[src/rtl/heap_pkg.sv]
`timescale 1ns/1ps
package heap_pkg;

  typedef enum logic [2:0] {
    OP_INIT   = 3'd0,
    OP_ALLOC  = 3'd1,
    OP_FREE   = 3'd2,
    OP_ADDREF = 3'd3,
    OP_PEEK   = 3'd4
  } heap_op_e;

  // Packed block header; field order fixes the bit positions.
  typedef struct packed {
    logic       is_free;
    logic       has_handle;
    logic [4:0] refs;
    logic [8:0] words;
  } blk_hdr_t;

  localparam logic [4:0] REF_LIMIT = 5'd31;

endpackage

[src/rtl/heap_ram.sv]
`timescale 1ns/1ps
module heap_ram #(
  parameter int DEPTH = 256,
  parameter int DW    = 16,
  localparam int AW   = (DEPTH > 1) ? $clog2(DEPTH) : 1
) (
  input  logic          clk,
  input  logic          we,
  input  logic [AW-1:0] addr,
  input  logic [DW-1:0] wdata,
  output logic [DW-1:0] rdata
);

  logic [DW-1:0] store [DEPTH];

  // Single port, read-first, one cycle read latency.
  always_ff @(posedge clk) begin
    if (we) store[addr] <= wdata;
    rdata <= store[addr];
  end

endmodule

[src/rtl/heap_cmd_check.sv]
`timescale 1ns/1ps
module heap_cmd_check
  import heap_pkg::*;
#(
  parameter int HEAP_WORDS    = 256,
  parameter int MAX_REQ_WORDS = 256
) (
  input  logic [2:0]  op,
  input  logic [15:0] arg,
  output logic        reject,
  output logic [15:0] need
);

  localparam logic [15:0] HEAP_END = 16'(HEAP_WORDS);
  localparam logic [15:0] REQ_MAX  = 16'(MAX_REQ_WORDS);

  always_comb begin
    need = arg + 16'd1;
    unique case (op)
      OP_INIT:              reject = 1'b0;
      OP_ALLOC:             reject = (arg == 16'd0) || (arg > REQ_MAX);
      OP_FREE, OP_ADDREF:   reject = (arg == 16'd0) || (arg >= HEAP_END);
      OP_PEEK:              reject = (arg >= HEAP_END);
      default:              reject = 1'b1;
    endcase
  end

endmodule

[src/rtl/heap_ref_update.sv]
`timescale 1ns/1ps
module heap_ref_update
  import heap_pkg::*;
(
  input  blk_hdr_t cur,
  input  logic     raise,
  output blk_hdr_t nxt,
  output logic     bad
);

  always_comb begin
    nxt = cur;
    bad = cur.is_free || (cur.refs == 5'd0) || (raise && (cur.refs == REF_LIMIT));
    if (raise) begin
      nxt.refs = cur.refs + 5'd1;
    end else if (cur.refs == 5'd1) begin
      nxt.refs       = 5'd0;
      nxt.is_free    = 1'b1;
      nxt.has_handle = 1'b0;
    end else begin
      nxt.refs = cur.refs - 5'd1;
    end
  end

endmodule

[src/rtl/heap_alloc_engine.sv]
`timescale 1ns/1ps
module heap_alloc_engine
  import heap_pkg::*;
#(
  parameter int HEAP_WORDS    = 256,
  parameter int MAX_REQ_WORDS = 256
) (
  input  logic        clk,
  input  logic        rst,
  input  logic        cmd_valid,
  output logic        cmd_ready,
  input  logic [2:0]  cmd_op,
  input  logic [15:0] cmd_arg,
  input  logic        cmd_handle,
  input  logic [15:0] cmd_handle_id,
  output logic        rsp_valid,
  output logic        rsp_err,
  output logic [15:0] rsp_addr,
  output logic [15:0] rsp_data
);

  localparam int          AW       = (HEAP_WORDS > 1) ? $clog2(HEAP_WORDS) : 1;
  localparam logic [15:0] HEAP_END = 16'(HEAP_WORDS);

  typedef enum logic [3:0] {
    S_IDLE, S_INIT, S_WRD, S_WHDR, S_NRD, S_NHDR, S_FIX,
    S_AWR1, S_AWR2, S_AWR3, S_RRD, S_RHDR, S_RWR, S_PRD, S_PDAT
  } st_e;

  st_e         state;
  heap_op_e    op_q;
  logic [15:0] arg_q, hid_q, need_q, ptr_q, span_q;
  logic        hf_q, merged_q;
  blk_hdr_t    upd_q;

  // Command screening and reference arithmetic.
  logic        reject;
  logic [15:0] need_w;
  heap_cmd_check #(.HEAP_WORDS(HEAP_WORDS), .MAX_REQ_WORDS(MAX_REQ_WORDS)) chk_i (
    .op(cmd_op), .arg(cmd_arg), .reject(reject), .need(need_w));

  logic [15:0] ram_rdata;
  blk_hdr_t    rd_hdr, upd_w;
  logic        upd_bad;
  assign rd_hdr = blk_hdr_t'(ram_rdata);

  heap_ref_update ref_i (
    .cur(rd_hdr), .raise(op_q == OP_ADDREF), .nxt(upd_w), .bad(upd_bad));

  // Headers composed for writing.
  blk_hdr_t init_hdr, alloc_hdr, rem_hdr, join_hdr;
  always_comb begin
    init_hdr  = '{is_free: 1'b1, has_handle: 1'b0, refs: 5'd0, words: HEAP_END[8:0]};
    alloc_hdr = '{is_free: 1'b0, has_handle: hf_q, refs: 5'd1, words: need_q[8:0]};
    rem_hdr   = '{is_free: 1'b1, has_handle: 1'b0, refs: 5'd0, words: 9'(span_q - need_q)};
    join_hdr  = '{is_free: 1'b1, has_handle: 1'b0, refs: 5'd0, words: span_q[8:0]};
  end

  // RAM port steering.
  logic          ram_we;
  logic [AW-1:0] ram_addr;
  logic [15:0]   ram_wdata;
  always_comb begin
    ram_we    = 1'b0;
    ram_addr  = AW'(ptr_q);
    ram_wdata = 16'd0;
    unique case (state)
      S_INIT: begin ram_we = 1'b1; ram_addr = '0; ram_wdata = init_hdr; end
      S_NRD:  ram_addr = AW'(ptr_q + span_q);
      S_FIX:  begin ram_we = 1'b1; ram_wdata = join_hdr; end
      S_AWR1: begin ram_we = 1'b1; ram_wdata = alloc_hdr; end
      S_AWR2: begin ram_we = 1'b1; ram_addr = AW'(ptr_q + need_q); ram_wdata = rem_hdr; end
      S_AWR3: begin ram_we = 1'b1; ram_addr = AW'(ptr_q + 16'd1); ram_wdata = hid_q; end
      S_RRD:  ram_addr = AW'(arg_q - 16'd1);
      S_RWR:  begin ram_we = 1'b1; ram_addr = AW'(arg_q - 16'd1); ram_wdata = upd_q; end
      S_PRD:  ram_addr = AW'(arg_q);
      default: ;
    endcase
  end

  heap_ram #(.DEPTH(HEAP_WORDS), .DW(16)) ram_i (
    .clk(clk), .we(ram_we), .addr(ram_addr), .wdata(ram_wdata), .rdata(ram_rdata));

  logic [15:0] cur_sz, joined;
  assign cur_sz = {7'd0, rd_hdr.words};
  assign joined = span_q + cur_sz;

  assign cmd_ready = (state == S_IDLE);

  always_ff @(posedge clk) begin
    if (rst) begin
      state     <= S_IDLE;
      op_q      <= OP_INIT;
      arg_q     <= '0;
      hid_q     <= '0;
      need_q    <= '0;
      ptr_q     <= '0;
      span_q    <= '0;
      hf_q      <= 1'b0;
      merged_q  <= 1'b0;
      upd_q     <= '0;
      rsp_valid <= 1'b0;
      rsp_err   <= 1'b0;
      rsp_addr  <= '0;
      rsp_data  <= '0;
    end else begin
      rsp_valid <= 1'b0;
      unique case (state)
        S_IDLE: if (cmd_valid) begin
          op_q   <= heap_op_e'(cmd_op);
          arg_q  <= cmd_arg;
          hf_q   <= cmd_handle;
          hid_q  <= cmd_handle_id;
          need_q <= need_w;
          if (reject) begin
            rsp_valid <= 1'b1; rsp_err <= 1'b1; rsp_addr <= '0; rsp_data <= '0;
          end else begin
            unique case (cmd_op)
              OP_INIT:            state <= S_INIT;
              OP_ALLOC:           begin ptr_q <= '0; merged_q <= 1'b0; state <= S_WRD; end
              OP_FREE, OP_ADDREF: state <= S_RRD;
              default:            state <= S_PRD;
            endcase
          end
        end
        S_INIT: begin
          rsp_valid <= 1'b1; rsp_err <= 1'b0; rsp_addr <= '0; rsp_data <= init_hdr;
          state <= S_IDLE;
        end
        S_WRD:  state <= S_WHDR;
        S_WHDR: begin
          if (cur_sz == 16'd0 || (!rd_hdr.is_free && ptr_q + cur_sz >= HEAP_END)) begin
            rsp_valid <= 1'b1; rsp_err <= 1'b1; rsp_addr <= '0; rsp_data <= '0;
            state <= S_IDLE;
          end else if (!rd_hdr.is_free) begin
            ptr_q <= ptr_q + cur_sz;
            state <= S_WRD;
          end else begin
            span_q   <= cur_sz;
            merged_q <= 1'b0;
            if (cur_sz >= need_q) state <= S_AWR1;
            else if (ptr_q + cur_sz < HEAP_END) state <= S_NRD;
            else begin
              rsp_valid <= 1'b1; rsp_err <= 1'b1; rsp_addr <= '0; rsp_data <= '0;
              state <= S_IDLE;
            end
          end
        end
        S_NRD:  state <= S_NHDR;
        S_NHDR: begin
          if (rd_hdr.is_free && cur_sz != 16'd0) begin
            span_q   <= joined;
            merged_q <= 1'b1;
            if (joined >= need_q) state <= S_AWR1;
            else if (ptr_q + joined < HEAP_END) state <= S_NRD;
            else state <= S_FIX;
          end else if (merged_q) begin
            state <= S_FIX;
          end else begin
            ptr_q <= ptr_q + span_q;
            state <= S_WRD;
          end
        end
        S_FIX: begin
          ptr_q    <= ptr_q + span_q;
          merged_q <= 1'b0;
          if (ptr_q + span_q >= HEAP_END) begin
            rsp_valid <= 1'b1; rsp_err <= 1'b1; rsp_addr <= '0; rsp_data <= '0;
            state <= S_IDLE;
          end else begin
            state <= S_WRD;
          end
        end
        S_AWR1, S_AWR2, S_AWR3: begin
          if (state == S_AWR1 && span_q > need_q) state <= S_AWR2;
          else if (state != S_AWR3 && hf_q) state <= S_AWR3;
          else begin
            rsp_valid <= 1'b1; rsp_err <= 1'b0;
            rsp_addr  <= ptr_q + 16'd1; rsp_data <= alloc_hdr;
            state <= S_IDLE;
          end
        end
        S_RRD:  state <= S_RHDR;
        S_RHDR: begin
          if (upd_bad) begin
            rsp_valid <= 1'b1; rsp_err <= 1'b1; rsp_addr <= arg_q; rsp_data <= ram_rdata;
            state <= S_IDLE;
          end else begin
            upd_q <= upd_w;
            state <= S_RWR;
          end
        end
        S_RWR: begin
          rsp_valid <= 1'b1; rsp_err <= 1'b0; rsp_addr <= arg_q; rsp_data <= upd_q;
          state <= S_IDLE;
        end
        S_PRD:  state <= S_PDAT;
        S_PDAT: begin
          rsp_valid <= 1'b1; rsp_err <= 1'b0; rsp_addr <= arg_q; rsp_data <= ram_rdata;
          state <= S_IDLE;
        end
        default: state <= S_IDLE;
      endcase
    end
  end

  // Guards on response contents and walk bounds.
  AST_ALLOC_ADDR_RANGE: assert property (@(posedge clk) disable iff (rst)
    rsp_valid && op_q == OP_ALLOC && !rsp_err |-> rsp_addr != 16'd0 && rsp_addr < HEAP_END);
  AST_ALLOC_FRESH_HDR: assert property (@(posedge clk) disable iff (rst)
    rsp_valid && op_q == OP_ALLOC && !rsp_err |-> !rsp_data[15] && rsp_data[13:9] == 5'd1);
  AST_ALLOC_LEN_LIMIT: assert property (@(posedge clk) disable iff (rst)
    rsp_valid && op_q == OP_ALLOC && !rsp_err |-> rsp_data[8:0] >= 9'd2 && {7'd0, rsp_data[8:0]} <= 16'(MAX_REQ_WORDS + 1));
  AST_ALLOC_NULL_ON_ERR: assert property (@(posedge clk) disable iff (rst)
    rsp_valid && op_q == OP_ALLOC && rsp_err |-> rsp_addr == 16'd0);
  AST_WALK_IN_HEAP: assert property (@(posedge clk) disable iff (rst)
    state == S_WRD || state == S_NRD |-> ptr_q < HEAP_END);
  AST_FREE_ONLY_AT_ZERO: assert property (@(posedge clk) disable iff (rst)
    rsp_valid && op_q == OP_FREE && !rsp_err |-> rsp_data[15] == (rsp_data[13:9] == 5'd0));
  AST_ADDREF_ABOVE_ONE: assert property (@(posedge clk) disable iff (rst)
    rsp_valid && op_q == OP_ADDREF && !rsp_err |-> rsp_data[13:9] >= 5'd2);
  AST_RSP_HAS_CAUSE: assert property (@(posedge clk) disable iff (rst)
    rsp_valid |-> $past(state) != S_IDLE || $past(cmd_valid));

endmodule

[config.mk]
export PLATFORM = sky130hd
export DESIGN_NAME = heap_alloc_engine
export DESIGN_NICKNAME = d
export VERILOG_FILES = /design/src/rtl/heap_pkg.sv /design/src/rtl/heap_ram.sv /design/src/rtl/heap_cmd_check.sv /design/src/rtl/heap_ref_update.sv /design/src/rtl/heap_alloc_engine.sv
export SDC_FILE = /design/constraint.sdc
export NUM_CORES = 2
export LEC_CHECK = 0
export BUFFER_PORTS_ARGS = -buffer_cell sky130_fd_sc_hd__buf_4
export CAP_MARGIN = 20
export CORE_ASPECT_RATIO = 0.75
export CORE_MARGIN = 2
export CORE_UTILIZATION = 25
export CTS_CLUSTER_DIAMETER = 120
export DETAILED_ROUTE_END_ITERATION = 8
export PLACE_DENSITY = 0.39
export SLEW_MARGIN = 20
export SYNTH_ARGS = -nofsm -noshare
export SYNTH_HDL_FRONTEND = slang
export SYNTH_SLANG_ARGS = --single-unit
export TNS_END_PERCENT = 100
[constraint.sdc]
create_clock -name clk -period 42.8 [get_ports clk]
set_clock_uncertainty 0.2 [all_clocks]
set_input_delay 2.14 -clock clk [delete_from_list [all_inputs] [get_ports clk]]
set_output_delay 2.14 -clock clk [all_outputs]
set_load 0.005 [all_outputs]
==> metrics <==
min-delay src=rsp_data[14]$_SDFFE_PP0P_; Met3 Routed Length=between 60 and 70 mm; Setup CP Type=flop to flop; drt total wl=753 mm; crit start category=flop; Tmin final=9.11 ns; layout cells sized above 1=0.141; max cap viols=0; number of remaining DRC errors=0; Pwr Density=60.7 nW/um^2; port bufs=73; root buf cell=clkbuf_16; Most used DFF post-synth=edfxtp_1; DP Wirelength=~470 mm; number of I/O pins=between 70 and 80; Placed Area=roughly 190,000 sq um; Vias=~110k; Chip Width=roughly 960 microns; VDD IR max=~0.000048 V; Syn Inst Count=12,100; met2 WL post-DR=roughly 300 mm; post-route cell area=201,000 sq um; met1 wire length=around 360 mm; Final #Nets=12,600; final core occ=0.292; TritonCTS clock tree=done; Unique masters post-synth=100; Top Layer Used=met5; Hold WC Path Type=flop to flop; Core Box Area=689,000 sq um; gpl congestion=a little under 0.9; flops & latches, synth=4,251; status=completed; H-tree depth=5; Leak=slightly above 70 nW; crit-path max FO=52; vias in the first global route=roughly 100k; Achievable Freq=around 110 MHz; total gr overflow=0; Critical Path RT=roughly 44 ns; Final setup violation count=0; average size of a mapped cell=between 10 and 15 sq um; number of enable flip-flop cells after synthesis=roughly 4,100; Setup Total Neg Slack=0 ns; Tcrit/Tclk final=0.213; slack of the critical path=approximately 34 ns; CTS Hold Bufs=0; share of the yosys chip area belonging to registers=0.730; ANT nets after route=0; r2r setup slk=approximately 34 ns; cts repair resizes=0; Reg clk slew, reported paths=about 0.07 ns; Fillers=around 69,000; warning count from the yosys run=0; Via-to-Cell Ratio=roughly 5.2; global-route wire length before repair=around 1000 mm; die height=around 720 microns; RSZ-0062 raised after global routing=false; Num CTS Buffers=~430; Slew @ Worst Pin=around 1.4 ns; Pre-antenna DRT Iters=6; largest net degree at the start of global routing=roughly 170; Tot Pwr=roughly 0.012 W; DP Worst Slack=~34 ns; Final Hold Fails=0; final slew viol count=0; P&R area growth vs syn=16.5%; Max-Slew Margin vs Limit=0.0651; Worst Path Arrival=~10 ns; CP endpoint kind=flop; Sink Count=4,251; reg2reg start=ptr_q[0]$_SDFFE_PP0P_; WHS Path Cells=2; Hold Crit Endpoint=rsp_data[14]$_SDFFE_PP0P_; Die ar.=~700,000 sq um; Post-Synthesis Cell Area=between 150,000 and 200,000 sq um; clock latency on the worst-skew pair=about 1.1 ns; GRT Total Usage=0.208; length in cells of the worst reg-to-reg path=18; FP Rows=264; initial antenna violation count=73; average wire per cell in the routed design=34.2 microns; syn_nets=between 10,000 and 15,000; Initial Utilization=0.251; initial drt markers=between 15,000 and 20,000; clk buf depth=4; Synth async-reset ratio=0; RR Endpoint=ram_i.rdata[15]$_DFF_P_; postcts setup bufs=0
area by class of cell:
class,instances,area [sq um],area share
Timing Repair Buffer,660,5390,0.0268
Sequential cell,4251,126000,0.626
Antenna cell,40,100,0.000497
Multi-Input combinational cell,7038,44600,0.221
Clock inverter,241,1850,0.00919
Inverter,54,210,0.00104
Tap cell,9177,11500,0.0570
Clock buffer,553,11600,0.0576
cells in the final DEF (no fill, tap or decap), types with 18 or more instances in the layout:
cell	Yosys	final
edfxtp_1	4096	4096
nand2_1	2539	2516
nand3_1	647	642
buf_4	77	620
mux2i_1	610	608
a21oi_1	556	551
clkbuf_16	0	444
a32oi_1	255	255
nor2_1	465	180
nor2_2	3	179
dfxtp_1	155	154
a22oi_1	150	150
o21ai_0	145	139
mux4_2	127	127
clkinv_1	0	127
nand4_1	119	119
and3_1	117	117
a221oi_1	117	115
a31oi_1	118	115
a311oi_1	117	115
nor2_4	1	110
ha_1	105	105
a211oi_1	104	101
clkbuf_1	252	99
nor3_1	114	95
o22ai_1	84	81
clkinv_2	0	67
inv_1	54	53
xnor2_1	42	42
diode_2	0	40
xor2_1	35	35
a21o_1	35	34
o211a_1	33	33
bufinv_16	0	24
buf_12	0	24
o211ai_1	20	20
nor4_1	27	20
o21a_1	18	18
power breakdown:
group          leakage, nW  internal (W)  total, W  switching, W
Combinational         18.3      0.000852   0.00380       0.00295
Sequential            45.4       0.00458   0.00464     0.0000575
Clock                 6.58       0.00205   0.00378       0.00173
Total                 70.4       0.00749    0.0122       0.00473
through the flow:
step	hold slack, ns	std cells
global route	0.272	22000
floorplan	0.236	12100
CTS	0.255	22000
global placement	0.241	21200
finish	0.257	22000
detailed placement	0.247	21200
kinds of logic (layout without fill, tap and decap cells):
family,Yosys count,in the layout,synth area share
compound gates,1954,1954,0.0793
xor+xnor,77,77,0.00390
fa+ha+maj,110,110,0.00818
buf+inv,858,1508,0.0239
flops,4251,4251,0.730
mux,738,738,0.0520
other cells,0,40,0
simple gates,4159,4159,0.103
synthesized netlist by cell type (all sizes together), types with 14 or more instances:
| cell type | number | area share |
|---|---|---|
| a21o | 35 | 0.0015 |
| a21oi | 557 | 0.016 |
| o21a | 18 | 0.00078 |
| a22oi | 151 | 0.0066 |
| o32ai | 15 | 0.00093 |
| a211oi | 105 | 0.0046 |
| o21ai | 146 | 0.0043 |
| nand2b | 14 | 0.00051 |
| mux4 | 127 | 0.017 |
| nor4b | 15 | 0.00092 |
| mux2i | 610 | 0.035 |
| nor4 | 27 | 0.00098 |
| a221oi | 117 | 0.0059 |
| o211ai | 20 | 0.00087 |
| buf | 551 | 0.017 |
| nand4 | 119 | 0.0043 |
| dfxtp | 155 | 0.018 |
| a211o | 17 | 0.00086 |
| a311oi | 118 | 0.0060 |
| o2111ai | 19 | 0.00096 |
| a2111oi | 20 | 0.0011 |
| inv | 54 | 0.0012 |
| xor2 | 35 | 0.0018 |
| a32oi | 255 | 0.013 |
| ha | 105 | 0.0076 |
| xnor2 | 42 | 0.0021 |
| o31ai | 15 | 0.00065 |
| edfxtp | 4096 | 0.71 |
| and3 | 117 | 0.0042 |
| nand3 | 647 | 0.019 |
| nor2 | 470 | 0.010 |
| nor3 | 114 | 0.0033 |
| clkbuf | 253 | 0.0055 |
| nor2b | 16 | 0.00058 |
| o211a | 33 | 0.0019 |
| a22o | 18 | 0.00091 |
| nand2 | 2540 | 0.055 |
| a31oi | 119 | 0.0044 |
| or3 | 17 | 0.00062 |
| o22ai | 84 | 0.0030 |
worst max path at each step:
stage,end,depth (start not counted),slack [ns],from
finish,ram_i.rdata[15]$_DFF_P_,18,33.69,ptr_q[0]$_SDFFE_PP0P_
floorplan,ram_i.store[0][8]$_DFFE_PP_,9,28.76,need_q[0]$_SDFFE_PP0P_
detailed placement,ram_i.rdata[15]$_DFF_P_,18,33.90,ptr_q[0]$_SDFFE_PP0P_
global placement,ram_i.rdata[11]$_DFF_P_,15,32.43,state[0]$_SDFFE_PP0P_
CTS,ram_i.rdata[15]$_DFF_P_,18,33.84,ptr_q[0]$_SDFFE_PP0P_
global route,ram_i.rdata[6]$_DFF_P_,19,33.58,ptr_q[0]$_SDFFE_PP0P_
state kept, by name, summed over array words and instances, names as in the netlist, 16 cells and up:
name         cells
hid_q           16
span_q          16
need_q          16
rsp_addr        16
arg_q           16
ram_i.rdata     16
ram_i.store   4096
ptr_q           16
rsp_data        16
upd_q           16
critical path, stage by stage, from the launching register on:
cell and delay [ns]:
dfxtp_1 0.50, ha_1 0.34, fa_1 0.57, nand4bb_1 0.12
a21oi_1 0.30, o32a_2 0.54, buf_4 0.59, buf_4 0.63
buf_4 0.70, buf_4 0.51, buf_4 0.52, buf_4 0.59
buf_4 0.73, a32oi_1 0.21, a22oi_1 0.37, a21o_1 0.18
o31ai_2 0.08, nor4b_1 0.85, nand4_1 0.18
metal layers:
layer  vias to the layer above  track usage
met4                         4       0.0478
met2                      5441        0.284
li1                      47200            -
met3                       795       0.0454
met5                         -            0
met1                     60500        0.329
(Power assumes the default switching activity.)
